## src/rtl/scan_pkg.sv

```systemverilog
package scan_pkg;

    localparam int BYTE_W = 8;
    localparam int WORD_W = 32;

    typedef enum logic [1:0] {
        ST_IDLE,
        ST_LEN,
        ST_LOAD,
        ST_BIT
    } eng_state_t;

    typedef struct packed {
        logic       shift;
        logic       capture;
        logic [5:0] tms_bits;
        logic [2:0] tms_len;
    } cmd_t;

    // index of the highest set bit above bit 0; zero when none
    function automatic logic [2:0] tms_span(input logic [5:0] a);
        logic [2:0] r;
        r = 3'd0;
        for (int i = 1; i < 6; i++) begin
            if (a[i]) r = 3'(i);
        end
        return r;
    endfunction

    function automatic cmd_t decode_cmd(input logic [BYTE_W-1:0] b);
        cmd_t c;
        c.shift    = b[7];
        c.capture  = b[2];
        c.tms_bits = b[5:0];
        c.tms_len  = tms_span(b[5:0]);
        return c;
    endfunction

endpackage

```

## src/rtl/scan_wfifo.sv

```systemverilog
module scan_wfifo #(
    parameter int DEPTH = 8
) (
    input  logic                         clk,
    input  logic                         rst,
    input  logic [2:0]                   push_n,
    input  logic [scan_pkg::WORD_W-1:0]  push_data,
    input  logic                         pop,
    output logic [scan_pkg::BYTE_W-1:0]  head,
    output logic                         empty,
    output logic [$clog2(DEPTH+1)-1:0]   count
);
    localparam int AW = $clog2(DEPTH);
    localparam int CW = $clog2(DEPTH + 1);

    logic [scan_pkg::BYTE_W-1:0] mem [DEPTH];
    logic [AW-1:0] wptr, rptr;
    logic          accept;

    assign accept = (push_n != 3'd0) && ((int'(count) + int'(push_n)) <= DEPTH);
    assign head   = mem[rptr];
    assign empty  = (count == '0);

    always_ff @(posedge clk) begin
        if (accept) begin
            for (int i = 0; i < 4; i++) begin
                if (i < int'(push_n)) mem[wptr + AW'(i)] <= push_data[8*i +: 8];
            end
        end
    end

    always_ff @(posedge clk) begin
        if (rst) begin
            wptr  <= '0;
            rptr  <= '0;
            count <= '0;
        end else begin
            if (accept) wptr <= wptr + AW'(push_n);
            if (pop)    rptr <= rptr + AW'(1);
            count <= count + (accept ? CW'(push_n) : CW'(0)) - (pop ? CW'(1) : CW'(0));
        end
    end
endmodule

```

## src/rtl/scan_rfifo.sv

```systemverilog
module scan_rfifo #(
    parameter int WIDTH = 32,
    parameter int DEPTH = 4
) (
    input  logic             clk,
    input  logic             rst,
    input  logic             push,
    input  logic [WIDTH-1:0] din,
    input  logic             pop,
    output logic [WIDTH-1:0] dout,
    output logic             valid
);
    localparam int AW = (DEPTH > 1) ? $clog2(DEPTH) : 1;
    localparam int CW = $clog2(DEPTH + 1);

    logic [WIDTH-1:0] mem [DEPTH];
    logic [AW-1:0]    wptr, rptr;
    logic [CW-1:0]    cnt;
    logic             wr_ok, rd_ok;

    assign wr_ok = push && (int'(cnt) < DEPTH);
    assign rd_ok = pop && valid;
    assign valid = (cnt != '0);
    assign dout  = mem[rptr];

    always_ff @(posedge clk) begin
        if (wr_ok) mem[wptr] <= din;
    end

    always_ff @(posedge clk) begin
        if (rst) begin
            wptr <= '0;
            rptr <= '0;
            cnt  <= '0;
        end else begin
            if (wr_ok) wptr <= wptr + AW'(1);
            if (rd_ok) rptr <= rptr + AW'(1);
            cnt <= cnt + (wr_ok ? CW'(1) : CW'(0)) - (rd_ok ? CW'(1) : CW'(0));
        end
    end
endmodule

```

## src/rtl/scan_shifter.sv

```systemverilog
module scan_shifter
    import scan_pkg::*;
#(
    parameter int HALF = 2
) (
    input  logic              clk,
    input  logic              rst,
    input  logic              fifo_empty,
    input  logic [BYTE_W-1:0] fifo_head,
    output logic              fifo_pop,
    output logic              busy,
    output logic              tck,
    output logic              tms,
    output logic              tdi,
    input  logic              tdo,
    output logic              cap_push,
    output logic [WORD_W-1:0] cap_data
);
    localparam int PW = (2 * HALF > 1) ? $clog2(2 * HALF) : 1;

    eng_state_t        st;
    cmd_t              cur;
    logic [PW-1:0]     ph;
    logic [BYTE_W-1:0] sreg;
    logic [7:0]        left;
    logic [2:0]        bidx;
    logic              tms_mode, cap_en;
    logic [WORD_W-1:0] cap_word;
    logic [4:0]        cap_n;
    logic              last_bit;

    assign cur      = decode_cmd(fifo_head);
    assign busy     = (st != ST_IDLE);
    assign fifo_pop = (st != ST_BIT) && !fifo_empty;
    assign last_bit = (left == 8'd1);

    always_ff @(posedge clk) begin
        if (rst) begin
            st       <= ST_IDLE;
            tck      <= 1'b1;
            tms      <= 1'b0;
            tdi      <= 1'b0;
            ph       <= '0;
            sreg     <= '0;
            left     <= '0;
            bidx     <= '0;
            tms_mode <= 1'b0;
            cap_en   <= 1'b0;
            cap_word <= '0;
            cap_n    <= '0;
            cap_push <= 1'b0;
            cap_data <= '0;
        end else begin
            cap_push <= 1'b0;
            case (st)
                ST_IDLE: if (!fifo_empty) begin
                    if (!cur.shift) begin
                        if (cur.tms_len != 3'd0) begin
                            sreg     <= {2'b00, cur.tms_bits};
                            left     <= 8'(cur.tms_len);
                            tms_mode <= 1'b1;
                            ph       <= '0;
                            st       <= ST_BIT;
                        end
                    end else begin
                        cap_en   <= cur.capture;
                        tms_mode <= 1'b0;
                        st       <= ST_LEN;
                    end
                end
                ST_LEN: if (!fifo_empty) begin
                    left <= {1'b0, fifo_head[6:0]} + 8'd1;
                    st   <= ST_LOAD;
                end
                ST_LOAD: if (!fifo_empty) begin
                    sreg <= fifo_head;
                    bidx <= '0;
                    ph   <= '0;
                    st   <= ST_BIT;
                end
                ST_BIT: begin
                    if (ph == '0) begin
                        tck <= 1'b0;
                        tms <= tms_mode ? sreg[0] : last_bit;
                        tdi <= tms_mode ? 1'b0 : sreg[0];
                    end
                    if (int'(ph) == HALF) begin
                        tck <= 1'b1;
                        if (!tms_mode && cap_en) begin
                            if (cap_n == 5'd31 || last_bit) begin
                                cap_push <= 1'b1;
                                cap_data <= cap_word | (WORD_W'(tdo) << cap_n);
                                cap_word <= '0;
                                cap_n    <= '0;
                            end else begin
                                cap_word <= cap_word | (WORD_W'(tdo) << cap_n);
                                cap_n    <= cap_n + 5'd1;
                            end
                        end
                    end
                    if (int'(ph) == 2 * HALF - 1) begin
                        ph   <= '0;
                        sreg <= sreg >> 1;
                        left <= left - 8'd1;
                        bidx <= bidx + 3'd1;
                        if (last_bit) st <= ST_IDLE;
                        else if (!tms_mode && bidx == 3'd7) st <= ST_LOAD;
                    end else begin
                        ph <= ph + PW'(1);
                    end
                end
                default: st <= ST_IDLE;
            endcase
        end
    end
endmodule

```

## src/rtl/scan_cmd_engine.sv

```systemverilog
module scan_cmd_engine
    import scan_pkg::*;
#(
    parameter int WF_DEPTH = 8,
    parameter int RF_DEPTH = 4,
    parameter int HALF     = 2,
    parameter int NCHAIN   = 4
) (
    input  logic              clk,
    input  logic              rst,
    input  logic              wr1_en,
    input  logic              wr2_en,
    input  logic              wr4_en,
    input  logic [WORD_W-1:0] wr_data,
    input  logic              rd_en,
    output logic [WORD_W-1:0] rd_data,
    output logic              rd_valid,
    output logic [31:0]       status,
    input  logic              chain_wr,
    input  logic [NCHAIN-1:0] chain_wdata,
    output logic [NCHAIN-1:0] chain_sel,
    output logic              tck,
    output logic              tms,
    output logic              tdi,
    input  logic              tdo
);
    localparam int WF_CW = $clog2(WF_DEPTH + 1);

    logic [2:0]        push_n;
    logic              wf_pop, wf_empty, busy, cap_push;
    logic [BYTE_W-1:0] wf_head;
    logic [WF_CW-1:0]  wf_cnt;
    logic [WORD_W-1:0] cap_data;
    logic [2:0]        occ;

    assign push_n = wr4_en ? 3'd4 : wr2_en ? 3'd2 : wr1_en ? 3'd1 : 3'd0;
    assign occ    = (int'(wf_cnt) > 7) ? 3'd7 : 3'(wf_cnt);
    assign status = {busy, occ, 28'd0};

    scan_wfifo #(.DEPTH(WF_DEPTH)) u_wfifo (
        .clk(clk), .rst(rst), .push_n(push_n), .push_data(wr_data),
        .pop(wf_pop), .head(wf_head), .empty(wf_empty), .count(wf_cnt)
    );

    scan_shifter #(.HALF(HALF)) u_shift (
        .clk(clk), .rst(rst), .fifo_empty(wf_empty), .fifo_head(wf_head),
        .fifo_pop(wf_pop), .busy(busy), .tck(tck), .tms(tms), .tdi(tdi),
        .tdo(tdo), .cap_push(cap_push), .cap_data(cap_data)
    );

    scan_rfifo #(.WIDTH(WORD_W), .DEPTH(RF_DEPTH)) u_rfifo (
        .clk(clk), .rst(rst), .push(cap_push), .din(cap_data),
        .pop(rd_en), .dout(rd_data), .valid(rd_valid)
    );

    always_ff @(posedge clk) begin
        if (rst) chain_sel <= '0;
        else if (chain_wr && $onehot0(chain_wdata)) chain_sel <= chain_wdata;
    end
endmodule

```

## config.mk

```make
export PLATFORM = sky130hd
export DESIGN_NAME = scan_cmd_engine
export DESIGN_NICKNAME = d
export VERILOG_FILES = /design/src/rtl/scan_pkg.sv /design/src/rtl/scan_wfifo.sv /design/src/rtl/scan_rfifo.sv /design/src/rtl/scan_shifter.sv /design/src/rtl/scan_cmd_engine.sv
export SDC_FILE = /design/constraint.sdc
export NUM_CORES = 1
export LEC_CHECK = 0
export ABC_CLOCK_PERIOD_IN_PS = 4570
export BUFFER_PORTS_ARGS = -buffer_cell sky130_fd_sc_hd__buf_2
export CAP_MARGIN = 10
export CORE_MARGIN = 10
export CORE_UTILIZATION = 40
export CTS_CLUSTER_DIAMETER = 50
export DETAILED_ROUTE_END_ITERATION = 10
export PLACE_DENSITY_LB_ADDON = 0.08
export SETUP_SLACK_MARGIN = 0.5
export SYNTH_ARGS = -nofsm -noshare
export SYNTH_HDL_FRONTEND = slang
export SYNTH_HIERARCHICAL = 1
export SYNTH_SLANG_ARGS = --single-unit
```

## constraint.sdc

```tcl
create_clock -name clk -period 4.57 [get_ports clk]
set_input_delay 0.2285 -clock clk [delete_from_list [all_inputs] [get_ports clk]]
set_output_delay 0.2285 -clock clk [all_outputs]
set_load 0.02 [all_outputs]
```

==> impl_metrics.yaml <==
timing:
  relSlewSlack: 0.3181
  finalSetupViolations: 0
  hold_viol: 0
  fin_tns_setup_ns: 0
  worst_slew_pin_slew_ns: 1.021
  fmax_ghz: 0.2996
  rsz0062_at_grt: "no"
  finalCriticalPeriod_ns: 3.337
  fin_skew_ns: 0.01353
  period_share: 0.7303
  slew_viol_final: 0
  hold_slack_ns: 0.1097
  setup_slack_ns: 1.233
routing:
  wl_per_cell_um: 22.25
  detail-route-antenna-nets: 0
  drc: 0
  via_per_inst: 5.849
  vias: 11230
  drtPass1Iterations: 6
  drtIter0Drc: 1039
  totalWireLength_um: 42720
die:
  ios: 116
  rows: 71
  core_um2: 37930
  die_x_um: 216.6
  die_h_um: 216.6
  dieArea_um2: 46900
  start_util: 0.4074
finish:
  area_growth_syn_to_layout_pct: 13.98
  n_antenna_cell: 0
  fin_nets: 1456
  fillCellCount: 3550
  drive_gt1_frac: 0.2108
synth:
  synth_ff_type: "edfxtp_1"
  yosysMostFrequentCell: "edfxtp_1"
  yosys-top-cells-count: "192 x edfxtp_1, 124 x dfxtp_1, 93 x a21oi_1"
  ys_ff_latch: 316
  async_flop_share: 0
  yosysSeqAreaShare: 0.5337
  syn_area_per_cell_um2: 11.81
  synthCells: 1309
  synth.distinct_cells: 82
  synth_area_um2: 15450
  synth_warnings: 6
  netlist_top_cells_area: "edfxtp_1 37%, dfxtp_1 16%, mux4_2 6.7%"
  yosys.area.top_type: "edfxtp_1"
  synth-edff-count: 192
  synth.top_cell.area_share: 0.3731
min_path:
  hold_path.class: "primary input to flip-flop"
  whs_path_depth: 4
  hp-start: "rd_en"
  min_to: "u_rfifo/rptr[1]$_SDFFE_PP0P_"
global_route:
  grt_pass1_wl_um: 66000
  track_usage: 0.1785
  grt_start_max_net_pins: 36
  antenna_found_initial: 0
  overflow: 0
  grt_pass1_vias: 10950
power:
  seqPwrFrac: 0.350
  combPwrFrac: 0.358
  p_sw_frac: 0.3598
  switchingPower_w: 0.003931
  power.density_nw_per_um2: 620.3
  vdd_ir_drop_max_mv: 0.2849
  p_leak_nw: 6.209
  intPower_w: 0.006995
  clkPwrFrac: 0.293
cts:
  clkTransAtPathRegs_ns: 0.06
  tritoncts: "done"
  cts.path.max_buffers: 3
  clock_latency_ns: 0.56
  ctsRootBufferMaster: "clkbuf_16"
  cts_sinks: 316
  post_cts_buffers: 0
  htreeDepth: 2
  numCtsBuffers: 40
critical_path:
  worst_r2r_path_depth: 7
  slowest_delay_ns: 0.87
  rr_startpoint: "u_wfifo/count[0]$_SDFF_PP0_"
  cp.depth: 7
  crit_chain: "ha_1 > fa_1 > or3b_1 > o21ai_0 > a211oi_4 > buf_4 > o211ai_1"
  crit_fanout: 28
  path_buf_inv: 1
  start_kind: "flip-flop"
  critical-path-top-delay-family: "compound AO/OA/AOI/OAI gates"
  end_kind: "flip-flop"
  worstSetupPathType: "flip-flop to flip-flop"
  worstPathRequired_ns: 4.76
  cp.arrival_ns: 3.53
  cpMaxStageDelayCell: "a211oi_4"
  rrSetupSlack_ns: 1.23
  r2r_end: "u_wfifo/mem[1][1]$_DFFE_PP_"
placed_design:
  place_ws_ns: 0.9222
  io_buffers: 87
  gp_congestion: 0.9711
  hpwl_um: 28440
run_status:
  status: "finished clean"
run:
  drv_cap: 0
metal layers:
layer | up-vias | track usage | wire, um
met5 | - | 0 | 0
li1 | 5182 | - | -
met1 | 5536 | 0.2291 | 18170
met3 | 109 | 0.04067 | 2760
met2 | 403 | 0.2837 | 19950
met4 | 0 | 0.07784 | 1838
worst max path at each step:
stage | slack [ns] | from | endpoint
2_1_floorplan | 0.82 | wr2_en | u_wfifo/count[3]$_SDFF_PP0_
3_3_place_gp | 0.99 | wr4_en | u_wfifo/count[3]$_SDFF_PP0_
3_5_place_dp | 0.92 | wr4_en | u_wfifo/mem[1][0]$_DFFE_PP_
4_1_cts | 1.20 | flip-flop | u_shift/left[2]$_SDFFE_PP0P_
5_1_grt | 1.03 | flip-flop | u_shift/left[1]$_SDFFE_PP0P_
6_report | 1.23 | u_wfifo/count[0]$_SDFF_PP0_ | u_wfifo/mem[1][1]$_DFFE_PP_
through the flow:
stage	std cells	utilization	power, W	cell area [um2]
floorplan	1336	-	0.006744	15560
global placement	1839	0.4263	0.007755	16170
finish	1920	0.4644	0.01093	17620
global route	1920	0.4644	0.01154	17620
CTS	1920	0.4644	0.01101	17620
detailed placement	1839	0.4263	0.007773	16170
area by class of cell:
| type | instances | area [um2] | share of cell area |
|---|---|---|---|
| sequential | 316 | 8249 | 0.4683 |
| tap | 511 | 639.4 | 0.03630 |
| clock inverter | 18 | 202.7 | 0.01151 |
| multi-input combinational | 856 | 6469 | 0.3672 |
| timing repair buffer | 127 | 755.7 | 0.04290 |
| inverter | 37 | 138.9 | 0.007884 |
| clock buffer | 55 | 1161 | 0.06591 |
layout by cell type, fill, tap and decap left out, types with 7 or more instances in the layout:
cell type / count
a21oi_1: 92
a311oi_1: 9
a32oi_1: 32
and2_1: 7
buf_2: 87
buf_4: 32
clkbuf_16: 42
conb_1: 28
dfxtp_1: 123
dlygate4sd3_1: 8
edfxtp_1: 192
ha_1: 29
inv_1: 35
mux2_2: 8
mux2i_1: 9
mux4_2: 46
nand2_1: 83
nand2b_1: 13
nand3_1: 44
nor2_1: 78
nor2b_1: 11
nor3_1: 19
o2111ai_1: 10
o211ai_1: 9
o21ai_0: 44
o221a_1: 9
o221a_2: 23
o22ai_1: 65
o2bb2ai_1: 34
or3_1: 23
xnor2_1: 17
logic make-up (layout without fill, tap and decap cells):
logic type / count (synthesis) / after routing / synth area share
other: 1 / 28 / 0.0002426
AO/OA/AOI/OAI: 381 / 381 / 0.1792
flip-flops: 316 / 316 / 0.5337
multiplexers: 65 / 65 / 0.08209
buffers and inverters: 164 / 237 / 0.05513
XOR/XNOR: 22 / 22 / 0.01247
AND/OR/NAND/NOR: 326 / 326 / 0.1073
adder cells (fa/ha/maj): 34 / 34 / 0.02996
timing repair:
item,in CTS,in global routing
hold buffers,8,0
endpoints found under the setup margin,0,0
gates resized for setup,0,0
hold endpoints to repair,4,0
power by group through the flow:
stage          Clock, W  Sequential [W]  Combinational [W]
6_report        0.00320         0.00382            0.00391
5_1_grt         0.00340         0.00388            0.00426
4_1_cts         0.00327         0.00383            0.00390
3_5_place_dp          0         0.00389            0.00388
3_3_place_gp          0         0.00389            0.00386
2_1_floorplan         0         0.00364            0.00310
tightest hold or removal path, delay by kind of cell:
kind / cells / cell delay [ns]
xor gates and xnor gates: 1 / 0.08
AOI/OAI and AO/OA: 1 / 0.11
and+or+nand+nor: 1 / 0.10
buffers and inverters: 1 / 0.10
registers in the layout (all words and copies together) (netlist names), 4 cells and up, named ones only:
register and count:
u_rfifo/mem 128, chain_sel 4, u_shift/cap_data 32, u_shift/cap_word 32
u_wfifo/count 4, u_shift/sreg 8, u_shift/left 8, u_shift/cap_n 5
u_wfifo/mem 64
Power figures use the tool's default switching activity.
